**src/rtl/pg_pkg.sv**
```systemverilog
package pg_pkg;
  typedef enum logic [1:0] {
    CMD_WR_SECT = 2'd0,
    CMD_RD_SECT = 2'd1,
    CMD_CHG_WPW = 2'd2,
    CMD_CHG_RPW = 2'd3
  } pg_cmd_e;
endpackage

```
**src/rtl/pg_match.sv**
```systemverilog
module pg_match #(
  parameter int PW_W = 64
) (
  input  pg_pkg::pg_cmd_e  cmd,
  input  logic [PW_W-1:0]  entry,
  input  logic [PW_W-1:0]  rd_pw,
  input  logic [PW_W-1:0]  wr_pw,
  output logic             hit
);
  logic [PW_W-1:0] ref_pw;
  always_comb begin
    ref_pw = (cmd == pg_pkg::CMD_RD_SECT) ? rd_pw : wr_pw;
    hit    = (ref_pw == entry);
  end
endmodule

```
**src/rtl/pg_retry.sv**
```systemverilog
module pg_retry #(
  parameter int CNT_W = 3
) (
  input  logic clk,
  input  logic rst,
  input  logic fail,
  input  logic pass,
  output logic exhaust
);
  localparam logic [CNT_W-1:0] CNT_MAX = {CNT_W{1'b1}};
  logic [CNT_W-1:0] cnt_q;

  assign exhaust = fail && (cnt_q == CNT_MAX);

  always_ff @(posedge clk) begin
    if (rst)          cnt_q <= '0;
    else if (pass)    cnt_q <= '0;
    else if (exhaust) cnt_q <= '0;
    else if (fail)    cnt_q <= cnt_q + 1'b1;
  end
endmodule

```
**src/rtl/pg_nvtimer.sv**
```systemverilog
module pg_nvtimer #(
  parameter int unsigned CYC = 2000000,
  localparam int W = $clog2(CYC + 1)
) (
  input  logic clk,
  input  logic rst,
  input  logic start,
  output logic busy,
  output logic last
);
  logic [W-1:0] cnt_q;

  assign busy = (cnt_q != '0);
  assign last = (cnt_q == W'(1));

  always_ff @(posedge clk) begin
    if (rst)        cnt_q <= '0;
    else if (start) cnt_q <= W'(CYC);
    else if (busy)  cnt_q <= cnt_q - 1'b1;
  end
endmodule

```
**src/rtl/pwd_guard.sv**
```systemverilog
module pwd_guard #(
  parameter int PW_BYTES = 8,
  parameter int RETRY_W = 3,
  parameter int unsigned BUSY_CYC = 2000000,
  localparam int PW_W = PW_BYTES * 8
) (
  input  logic            clk,
  input  logic            rst,
  input  logic            req_valid,
  input  logic [1:0]      req_cmd,
  input  logic [PW_W-1:0] req_pw,
  input  logic            poll,
  input  logic            new_valid,
  input  logic [PW_W-1:0] new_pw,
  output logic            busy,
  output logic            granted,
  output logic            poll_ack,
  output logic            wipe
);
  import pg_pkg::*;

  pg_cmd_e         cmd_e, cls_q;
  logic [PW_W-1:0] rd_pw_q, wr_pw_q, new_q;
  logic            ok_q, pend_q, wipe_q, pack_q;
  logic            hit, busy_i, last_i, exhaust;
  logic            accept, fail, pass, chg_ok, start;

  assign cmd_e  = pg_cmd_e'(req_cmd);
  assign accept = req_valid && !busy_i;
  assign fail   = accept && !hit;
  assign pass   = accept && hit;
  assign chg_ok = !accept && new_valid && !busy_i && ok_q &&
                  ((cls_q == CMD_CHG_WPW) || (cls_q == CMD_CHG_RPW));
  assign start  = accept || chg_ok;

  pg_match #(.PW_W(PW_W)) u_match (
    .cmd(cmd_e), .entry(req_pw), .rd_pw(rd_pw_q), .wr_pw(wr_pw_q), .hit(hit)
  );

  pg_retry #(.CNT_W(RETRY_W)) u_retry (
    .clk(clk), .rst(rst), .fail(fail), .pass(pass), .exhaust(exhaust)
  );

  pg_nvtimer #(.CYC(BUSY_CYC)) u_timer (
    .clk(clk), .rst(rst), .start(start), .busy(busy_i), .last(last_i)
  );

  always_ff @(posedge clk) begin
    if (rst) begin
      rd_pw_q <= '0;
      wr_pw_q <= '0;
      new_q   <= '0;
      ok_q    <= 1'b0;
      cls_q   <= CMD_WR_SECT;
      pend_q  <= 1'b0;
      wipe_q  <= 1'b0;
      pack_q  <= 1'b0;
    end else begin
      pack_q <= poll && !busy_i && ok_q;
      wipe_q <= fail && exhaust;
      if (accept) begin
        ok_q  <= hit;
        cls_q <= cmd_e;
      end else if (chg_ok) begin
        ok_q   <= 1'b0;
        pend_q <= 1'b1;
        new_q  <= new_pw;
      end
      if (fail && exhaust) begin
        rd_pw_q <= '0;
        wr_pw_q <= '0;
      end
      if (last_i && pend_q) begin
        pend_q <= 1'b0;
        if (cls_q == CMD_CHG_WPW) wr_pw_q <= new_q;
        else                      rd_pw_q <= new_q;
      end
    end
  end

  assign busy     = busy_i;
  assign granted  = ok_q && !busy_i;
  assign poll_ack = pack_q;
  assign wipe     = wipe_q;
endmodule

```
**config.mk**
```make
export PLATFORM = sky130hd
export DESIGN_NAME = pwd_guard
export DESIGN_NICKNAME = d
export VERILOG_FILES = /design/src/rtl/pg_pkg.sv /design/src/rtl/pg_match.sv /design/src/rtl/pg_retry.sv /design/src/rtl/pg_nvtimer.sv /design/src/rtl/pwd_guard.sv
export SDC_FILE = /design/constraint.sdc
export NUM_CORES = 1
export LEC_CHECK = 0
export BUFFER_PORTS_ARGS = -buffer_cell sky130_fd_sc_hd__buf_2
export CORE_ASPECT_RATIO = 1.1
export CORE_MARGIN = 3
export CORE_UTILIZATION = 45
export CTS_CLUSTER_DIAMETER = 80
export DETAILED_ROUTE_END_ITERATION = 10
export GPL_TIMING_DRIVEN = 0
export HOLD_SLACK_MARGIN = 0.02
export PLACE_DENSITY = 0.66
export SYNTH_ARGS = -nofsm -noshare
export SYNTH_HDL_FRONTEND = slang
export SYNTH_SLANG_ARGS = --single-unit
```
**constraint.sdc**
```tcl
create_clock -name clk -period 7.4 [get_ports clk]
set_input_delay 1.11 -clock clk [delete_from_list [all_inputs] [get_ports clk]]
set_output_delay 1.11 -clock clk [all_outputs]
set_load 0.1 [all_outputs]
```
==> results of run 1 <==
[per-layer routing]
layer	global-route usage, %	vias up
li1	-	4306
met1	31.80	4015
met2	40.11	273
met3	4.719	60
met4	6.406	6
met5	0	-
[sequential cells by signal, summed over array words and instances (netlist names)]
| register | cells |
|---|---|
| cls_q | 2 |
| new_q | 64 |
| ok_q | 1 |
| pend_q | 1 |
| poll_ack | 1 |
| rd_pw_q | 64 |
| u_retry.cnt_q | 3 |
| u_timer.cnt_q | 21 |
| wipe | 1 |
| wr_pw_q | 64 |
[worst max-delay path by stage]
| stage | from | cells after the start | endpoint | slack, ns |
|---|---|---|---|---|
| after floorplan | req_cmd[0] | 11 | wr_pw_q[25] | 4.00 |
| after global placement | req_cmd[0] | 12 | rd_pw_q[21] | 2.79 |
| after detailed placement | req_cmd[0] | 12 | wr_pw_q[52] | 2.78 |
| after CTS | req_cmd[0] | 12 | wr_pw_q[52] | 3.30 |
| after global routing | req_cmd[0] | 12 | rd_pw_q[23] | 3.14 |
| final | req_cmd[0] | 12 | rd_pw_q[32] | 3.19 |
[through the flow]
step / util (%) / setup slack [ns] / cells / instance area, um^2 / hold slack (ns)
2_1_floorplan: - / 4.001 / 1202 / 10240 / 0.4336
3_3_place_gp: 50.75 / 2.790 / 1634 / 11290 / 0.4432
3_5_place_dp: 50.75 / 2.779 / 1634 / 11290 / 0.4455
4_1_cts: 54.12 / 3.305 / 1676 / 12040 / 0.4562
5_1_grt: 54.12 / 3.136 / 1676 / 12040 / 0.4836
6_report: 54.13 / 3.188 / 1677 / 12050 / 0.4519
[power by group through the flow]
stage               registers, mW  clock network, mW  logic (mW)
CTS                          1.26               1.18       0.407
finish                       1.26               1.17       0.407
global route                 1.26               1.23       0.449
global placement             1.28                  0       0.401
floorplan                    1.28                  0       0.287
detailed placement           1.28                  0       0.404
[logic make-up (layout without fill, tap and decap cells)]
group / count (synthesis) / count (layout) / share of synthesized area [%]
compound gates: 286 / 286 / 20.77
xor+xnor: 74 / 74 / 6.331
fa+ha+maj: 5 / 5 / 0.6111
buf+inv: 201 / 380 / 9.973
flops: 222 / 222 / 43.41
mux: 11 / 11 / 1.076
other cells: 0 / 1 / 0
simple gates: 403 / 403 / 17.83
[cell usage after synthesis, types with 5 or more instances]
library cell	number	area share [%]
nand2_1	282	10
dfxtp_1	222	43
inv_1	144	5.3
o21ai_2	120	10
a21oi_1	87	4.3
xnor2_1	52	4.4
nor2_1	26	0.95
xor2_1	22	1.9
clkbuf_1	17	0.62
nor4_1	17	1.0
buf_6	13	1.4
buf_8	12	1.8
mux2i_1	11	1.1
nand3_1	11	0.54
nand4_1	10	0.61
o22ai_1	10	0.61
o21ai_1	9	0.44
nand2b_1	8	0.49
nor2b_1	8	0.49
a221oi_1	7	0.60
and2_1	7	0.43
buf_4	7	0.51
nor3_1	7	0.34
o211ai_1	7	0.51
o21ai_0	7	0.34
buf_2	6	0.29
ha_1	5	0.61
[placed cells by master (no fill, tap or decap), types with 8 or more instances in the layout]
cell / count
a21oi_1: 87
buf_2: 143
buf_6: 13
buf_8: 12
clkbuf_1: 24
clkbuf_16: 25
dfxtp_1: 222
inv_1: 144
mux2i_1: 11
nand2_1: 282
nand2b_1: 8
nand3_1: 11
nand4_1: 10
nor2_1: 26
nor2b_1: 8
nor4_1: 17
o21ai_1: 9
o21ai_2: 120
o22ai_1: 10
xnor2_1: 52
xor2_1: 22
[area by class of cell]
| cell class | instances | area share [%] |
|---|---|---|
| Antenna cell | 1 | 0.02077 |
| Buffer | 56 | 3.958 |
| Clock buffer | 34 | 5.640 |
| Clock inverter | 8 | 0.5921 |
| Inverter | 145 | 4.519 |
| Multi-Input combinational cell | 779 | 39.62 |
| Sequential cell | 222 | 36.90 |
| Tap cell | 295 | 3.064 |
| Timing Repair Buffer | 137 | 5.692 |
[worst register-to-register path: stages, from the launching register on]
cell	delay [ns]
dfxtp_1	0.35
or4_1	0.63
nor4_2	0.27
and4_1	0.33
nand2_1	0.08
buf_1	0.27
o311ai_4	0.88
buf_8	0.27
o21ai_2	0.07
==> results by group, run 1 <==
Run status
  • Status: finished, final reports clean

Setup path
  • Most frequent CP cell: buf_2
  • Critical Path AT: 4.66 ns
  • CP startpoint kind: primary input
  • Buf+Inv Stages, Crit Path: 4
  • RR Startpoint: u_timer.cnt_q[10]
  • CP delay by family, top: simple AND/OR/NAND/NOR gates
  • CP Cell Sequence: buf_2 > nor2b_1 > buf_2 > buf_6 > mux2i_1 > xnor2_1 > nor4_1 > and4_1 > and4_2 > o311ai_4 > buf_8 > o21ai_2
  • Setup CP Type: in2reg
  • CP Capture Type: register
  • Crit Path Max Fanout: 10
  • Critical path's largest stage delay: 0.60 ns
  • R2R Setup Slk: 4.16 ns
  • WP data required: 7.85 ns
  • Worst reg2reg endpoint: rd_pw_q[24]
  • Worst reg-to-reg path cell count: 8
  • Worst path slowest cell: nor4_1

STA
  • RSZ-0062 raised after global routing: no
  • Fin crit period: 4.212 ns
  • F_max: 0.2374 GHz
  • Clock Skews: 0.009682 ns
  • Setup tns final: 0 ns
  • Slew HR: 31.54%
  • Worst-Margin Slew: 1.027 ns
  • Final Hold Fails: 0
  • Part of the cycle the worst path needs: 56.92%
  • Final setup viols: 0
  • Max-slew violations: 0

Placed design
  • Routability cong.: 0.9403
  • Post-DP HPWL: 22,800 um
  • Port Buf Inserts: 137

Logic synthesis
  • Syn Nets: 1,342
  • Library cells used by synthesis: 64
  • #FFs+latches synth: 222
  • Synth Flop Type: dfxtp_1
  • Sequential-to-total area share from yosys stat: 43.41%
  • Number of synthesized flops with an enable pin: 0
  • Synth Area per Inst: 8.517 um^2
  • Asr flop ratio synth: 0%
  • Yosys warnings: 0
  • Post-Syn Area: 0.01024 mm^2
  • Post-synthesis cell count: 1,202

Clock network
  • Total CTS buffers: 24
  • Post-CTS Resized: 0
  • CTS sink count: 222
  • Worst-path clk slew: 0.06 ns
  • Clock Path Buffers: 3
  • Setup Buffers After CTS: 0
  • Root buffer cell: clkbuf_16
  • Clock latency on the worst-skew pair: 0.52 ns
  • CTS tree: done
  • CTS H-Tree Depth: 1
  • Cts hold-fix bufs: 0

Global routing
  • Wire length of the first global-routing pass: 45,720 um
  • Number of global-route vias before repair: 8,328
  • Largest net degree at the start of global routing: 14
  • Overflow after GRT: 0
  • Initial antenna violation count: 3
  • GRT Total Usage: 24.01%

Final layout
  • Multi-input gate area: 0.004772 mm^2
  • Register area: 0.004444 mm^2
  • Fraction of layout cells with a size suffix above 1: 24.69%
  • Layout Nets: 1,505
  • Area growth syn-to-layout: 17.66%
  • # fillers: 2,140

Floorplanning
  • Core area: 0.02225 mm^2
  • Die H: 164.2 um
  • Rows: 57
  • Initial Util: 46.01%
  • Die X: 149.8 um
  • Die ar.: 0.02460 mm^2
  • I/O Pins: 139

Pwr
  • Combinational Power Share: 14.4%
  • Worst IR Drop VDD: 223.0 uV
  • Total power: 2.831 mW
  • Switching Share: 26.84%
  • Int Pwr: 2.071 mW
  • Flop pwr share: 44.4%
  • Switching power: 0.7597 mW
  • P_leak: 4.449 nW
  • Clock power frac: 41.2%
  • Pwr Density: 235.0 mW/mm^2

Routing
  • Metal1 wirelength: 12,970 um
  • Via count: 8,660
  • Drt wl/cell: 17.98 um
  • Post-route DRC: 0
  • Routed Antenna Nets: 0
  • Top Layer Used: met5
  • 1st-pass router iterations: 5
  • Vias/cell: 5.164
  • Met3 wire len: 2241 um
  • Final wirelength: 30,160 um
  • WL met2: 14,140 um
  • Drt initial violations: 512

Hold path
  • Hold Path Class: reg2reg
  • Worst Min Path Start: wr_pw_q[0]
  • Min-Delay Endpoint: wr_pw_q[0]
  • Min-Delay Path Depth: 2

Job
  • Max-cap violation count: 0
Note: power is estimated with default switching activity, not from simulation.
==> run 2, diff against run 1 <==
PLACE_DENSITY = 0.68   (was 0.66)
clock period = 3.5 ns   (was 7.4 ns; I/O delays follow)
==> results by group, run 2 (same netlist as run 1, synthesis figures left out) <==
STA
  • RSZ-0062 raised after global routing: no
  • Fin crit period: 3.327 ns
  • F_max: 0.3006 GHz
  • Post-route setup slack: 0.1733 ns
  • Max-slew violations: 0
  • Worst-Margin Slew: 1.088 ns
  • Final Hold Fails: 0
  • Part of the cycle the worst path needs: 95.05%
  • Slew HR: 27.50%
  • Final setup viols: 0
  • Clock Skews: 0.01081 ns

Final layout
  • Area growth syn-to-layout: 18.43%
  • Final Instance Area: 0.01212 mm^2
  • Commonest non-fill, non-tap cell in the layout: nand2_1
  • Most frequent cells in the layout: nand2_1, dfxtp_1, inv_1
  • Layout Nets: 1,507
  • Fraction of layout cells with a size suffix above 1: 25.22%
  • Fin cells: 1,680
  • Fin util: 54.49%
  • Top flop regs: new_q: 64 flops, rd_pw_q: 64 flops, wr_pw_q: 64 flops

Global routing
  • GRT Total Usage: 24.68%
  • Number of global-route vias before repair: 8,368
  • Initial antenna violation count: 3
  • Met1 GRT Util: 33.65%
  • GRT busiest layer: met2
  • Met2 usage: 40.93%
  • Wire length of the first global-routing pass: 46,830 um
  • Largest net degree at the start of global routing: 15
  • Overflow after GRT: 0
  • GR met3 Demand/Resource: 3.918%

Floorplanning
  • I/O Pins: 139
  • Die ar.: 0.02460 mm^2
  • Rows: 57
  • Core area: 0.02225 mm^2
  • Initial Util: 46.01%
  • Die X: 149.8 um
  • Die H: 164.2 um

Placed design
  • Routability cong.: 0.9847
  • Placed cell count: 1,634
  • Port Buf Inserts: 137
  • Post-DP HPWL: 23,070 um
  • Area after DPL: 0.01129 mm^2
  • Worst slack at placement: -0.5987 ns

Clock network
  • Cts hold-fix bufs: 0
  • Clock latency on the worst-skew pair: 0.52 ns
  • Clock Path Buffers: 3
  • Worst-path clk slew: 0.06 ns
  • Root buffer cell: clkbuf_16
  • Total CTS buffers: 24
  • CTS tree: done
  • CTS sink count: 222
  • CTS H-Tree Depth: 1

Routing
  • Drt wl/cell: 18.12 um
  • Post-route DRC: 0
  • 1st-pass router iterations: 5
  • Drt initial violations: 609
  • Via count: 8,593
  • Vias/cell: 5.115
  • Routed Antenna Nets: 0
  • Final wirelength: 30,440 um

Setup path
  • Most frequent CP cell: buf_2
  • Critical Path AT: 3.78 ns
  • WP data required: 3.95 ns
  • CP Cell Sequence: buf_2 > nor2b_1 > buf_2 > buf_6 > mux2i_1 > xnor2_1 > nor4_2 > and4_1 > and4_2 > o311ai_4 > buf_12 > buf_8 > o21ai_2
  • Setup CP Type: in2reg
  • CP startpoint kind: primary input
  • Critical path's largest stage delay: 0.55 ns
  • R2R Setup Slk: 0.35 ns
  • CP Capture Type: register
  • Buf+Inv Stages, Crit Path: 5
  • Crit Path Max Fanout: 10
  • CP delay by family, top: simple AND/OR/NAND/NOR gates
  • Worst path slowest cell: mux2i_1

Pwr
  • Int Pwr: 4.425 mW
  • Total power: 6.029 mW
  • Clock power frac: 41.5%
  • Pwr Density: 497.3 mW/mm^2
  • Worst IR Drop VDD: 537.6 uV
  • Combinational Power Share: 14.4%
  • P_leak: 4.482 nW
  • Switching power: 1.604 mW
  • Flop pwr share: 44.1%
  • Switching Share: 26.61%

Hold path
  • Hold Path Class: in2reg

Job
  • Max-cap violation count: 0

Run status
  • Status: finished, final reports clean
-- run 2: changes by cell type in the layout (fill, tap and decap cells not counted) --
cell        change
buf_12          +2
clkbuf_1        -4
clkbuf_2        +1
clkbuf_8        +2
clkinvlp_4      +2
nor4_1          -1
nor4_2          +1
-- run 2: worst register-to-register path: stages (launching register included) --
cell and delay [ns]:
dfxtp_1 0.35, or4_4 0.54, or2_1 0.25, or4_4 0.45, nor3b_4 0.30, nand4b_4 0.17, nor3_4 0.62, buf_6 0.26
nand2_1 0.09, o21ai_2 0.06
-- run 2: routing by layer --
layer / part of all wire, % / up-vias / routed length [um]
li1: - / 4294 / -
met1: 44 / 3987 / 13520
met2: 47 / 258 / 14220
met3: 6.6 / 48 / 2013
met4: 2.1 / 6 / 649
met5: 0.11 / - / 35
-- run 2: layout make-up --
type,count,area (um^2)
Multi-Input combinational cell,779,4778
Clock buffer,33,695.7
Tap cell,295,369.1
Fill cell,2070,10130
Inverter,145,544.3
Buffer,56,478.0
Timing Repair Buffer,139,725.7
Antenna cell,1,2.502
Sequential cell,222,4444
Clock inverter,10,86.33
-- run 2: per-stage QoR --
step,TNS (ns),hold WS (ns)
detailed placement,-73.02,0.4521
CTS,0,0.2227
global placement,-67.19,0.4431
floorplan,0,0.4336
global route,0,0.2472
finish,0,0.2361
-- run 2: timing repair --
action | 4_1_cts | 5_1_grt
endpoints found under the setup margin | 120 | 122
setup buffers | 0 | 2
gates resized for setup | 1 | 3
pin swaps | 0 | 2
-- run 2: power by group through the flow --
| stage | Clock, mW | Sequential [mW] | Combinational [mW] |
|---|---|---|---|
| 2_1_floorplan | 0 | 2.70 | 0.608 |
| 3_3_place_gp | 0 | 2.71 | 0.845 |
| 3_5_place_dp | 0 | 2.72 | 0.856 |
| 4_1_cts | 2.54 | 2.66 | 0.864 |
| 5_1_grt | 2.64 | 2.67 | 0.964 |
| 6_report | 2.50 | 2.66 | 0.866 |
-- run 2: worst paths after layout --
| check | from | endpoint | depth (start not counted) |
|---|---|---|---|
| max reg2reg | u_timer.cnt_q[4] | rd_pw_q[25] | 9 |
| min reg2reg | u_retry.cnt_q[2] | u_retry.cnt_q[2] | 2 |
| min | poll | poll_ack | 2 |
| max | req_cmd[0] | wr_pw_q[35] | 13 |
==> run 3, diff against run 2 <==
RECOVER_POWER = 50   (was unset)
SKIP_CTS_REPAIR_TIMING = 1   (was unset)
==> results by group, run 3 (same netlist as run 1, synthesis figures left out) <==
Placed design
  • Worst slack at placement: -0.5987 ns
  • Routability cong.: 0.9847
  • Port Buf Inserts: 137
  • Post-DP HPWL: 23,070 um
  • Placed cell count: 1,634

Clock network
  • Clock Path Buffers: 3
  • CTS H-Tree Depth: 1
  • Worst-path clk slew: 0.06 ns
  • CTS sink count: 222
  • Root buffer cell: clkbuf_16
  • CTS tree: done
  • Total CTS buffers: 24
  • Clock latency on the worst-skew pair: 0.52 ns

Final layout
  • Most frequent cells in the layout: nand2_1, dfxtp_1, inv_1
  • # fillers: 2,096
  • Multi-input gate area: 0.004761 mm^2
  • Commonest non-fill, non-tap cell in the layout: nand2_1
  • Area growth syn-to-layout: 17.71%
  • Register area: 0.004444 mm^2
  • Top flop regs: new_q: 64 flops, rd_pw_q: 64 flops, wr_pw_q: 64 flops
  • Fraction of layout cells with a size suffix above 1: 24.86%
  • Fin cells: 1,680
  • Layout Nets: 1,507

Global routing
  • Wire length of the first global-routing pass: 46,830 um
  • Largest net degree at the start of global routing: 15
  • GRT Total Usage: 24.68%
  • Initial antenna violation count: 3
  • Overflow after GRT: 0
  • Number of global-route vias before repair: 8,368

Routing
  • 1st-pass router iterations: 5
  • Drt wl/cell: 18.18 um
  • Final wirelength: 30,540 um
  • Post-route DRC: 0
  • Via count: 8,658
  • Routed Antenna Nets: 0
  • Drt initial violations: 625
  • Vias/cell: 5.154

STA
  • F_max: 0.3024 GHz
  • RSZ-0062 raised after global routing: no
  • Final Hold Fails: 0
  • Setup tns final: 0 ns
  • Fin crit period: 3.307 ns
  • Final hold slack: 0.2376 ns
  • Max-slew violations: 0
  • Part of the cycle the worst path needs: 94.49%
  • Worst-Margin Slew: 1.172 ns
  • Post-route setup slack: 0.1928 ns
  • Clock Skews: 0.01578 ns
  • Slew HR: 22.18%
  • Final setup viols: 0

Floorplanning
  • I/O Pins: 139
  • Die X: 149.8 um
  • Initial Util: 46.01%
  • Core area: 0.02225 mm^2
  • Rows: 57
  • Die H: 164.2 um
  • Die ar.: 0.02460 mm^2

Pwr
  • Total power: 6.020 mW
  • Pwr Density: 499.6 mW/mm^2
  • P_leak: 4.445 nW
  • Worst IR Drop VDD: 536.4 uV

Setup path
  • Worst reg-to-reg path cell count: 9
  • Crit Path Max Fanout: 10
  • CP Cell Sequence: or4_4 > or2_0 > or4_4 > nor3b_2 > and4b_1 > clkbuf_2 > clkbuf_2 > nand2_1 > a21oi_1
  • CP Capture Type: register
  • WP data required: 3.95 ns
  • Setup CP Type: reg2reg
  • Worst path slowest cell: or4_4
  • Critical path's largest stage delay: 0.54 ns
  • Critical Path AT: 3.75 ns
  • CP startpoint kind: register

Hold path
  • Min-Delay Path Depth: 2
  • Hold Path Class: in2reg

Run status
  • Status: finished, final reports clean

Job
  • Max-cap violation count: 0
==> run 3: worst max-delay path: cells and delay by family (launching register included) <==
kind	cells	cell delay, ns
flops	1	0.35
compound gates	1	0.15
simple gates	6	1.95
buf+inv	2	0.76
==> run 3: worst paths after layout <==
kind	from	endpoint	slack (ns)
setup / recovery	u_timer.cnt_q[4]	new_q[15]	0.19
hold / removal	poll	poll_ack	0.24
setup reg to reg	u_timer.cnt_q[4]	new_q[15]	0.19
hold reg to reg	u_retry.cnt_q[2]	u_retry.cnt_q[2]	0.46
==> run 3: layout make-up <==
class	count	area share (%)
well taps	295	3.063
inverters	145	4.517
repair buffers	139	6.001
clock buffers	33	5.773
multi-input cells	779	39.51
clock inverters	10	0.7164
diodes	1	0.02077
flip-flops and latches	222	36.88
plain buffers	56	3.520
==> run 3: stage by stage <==
stage / area (um^2) / util (%)
3_5_place_dp: 11290 / 50.75
4_1_cts: 12070 / 54.26
6_report: 12050 / 54.16
3_3_place_gp: 11290 / 50.75
2_1_floorplan: 10240 / -
5_1_grt: 12050 / 54.14
==> run 3: report_power, final <==
group / internal, mW / switching (mW)
Combinational: 0.352 / 0.498
Clock: 1.46 / 1.04
Sequential: 2.60 / 0.0648
==> run 3: routing by layer <==
layer	global-route usage, %	part of all wire [%]	up-vias
met5	0	0.11	-
met4	6.281	2.1	6
met3	3.918	6.7	50
met2	40.93	47	278
met1	33.65	44	4026
li1	-	-	4298
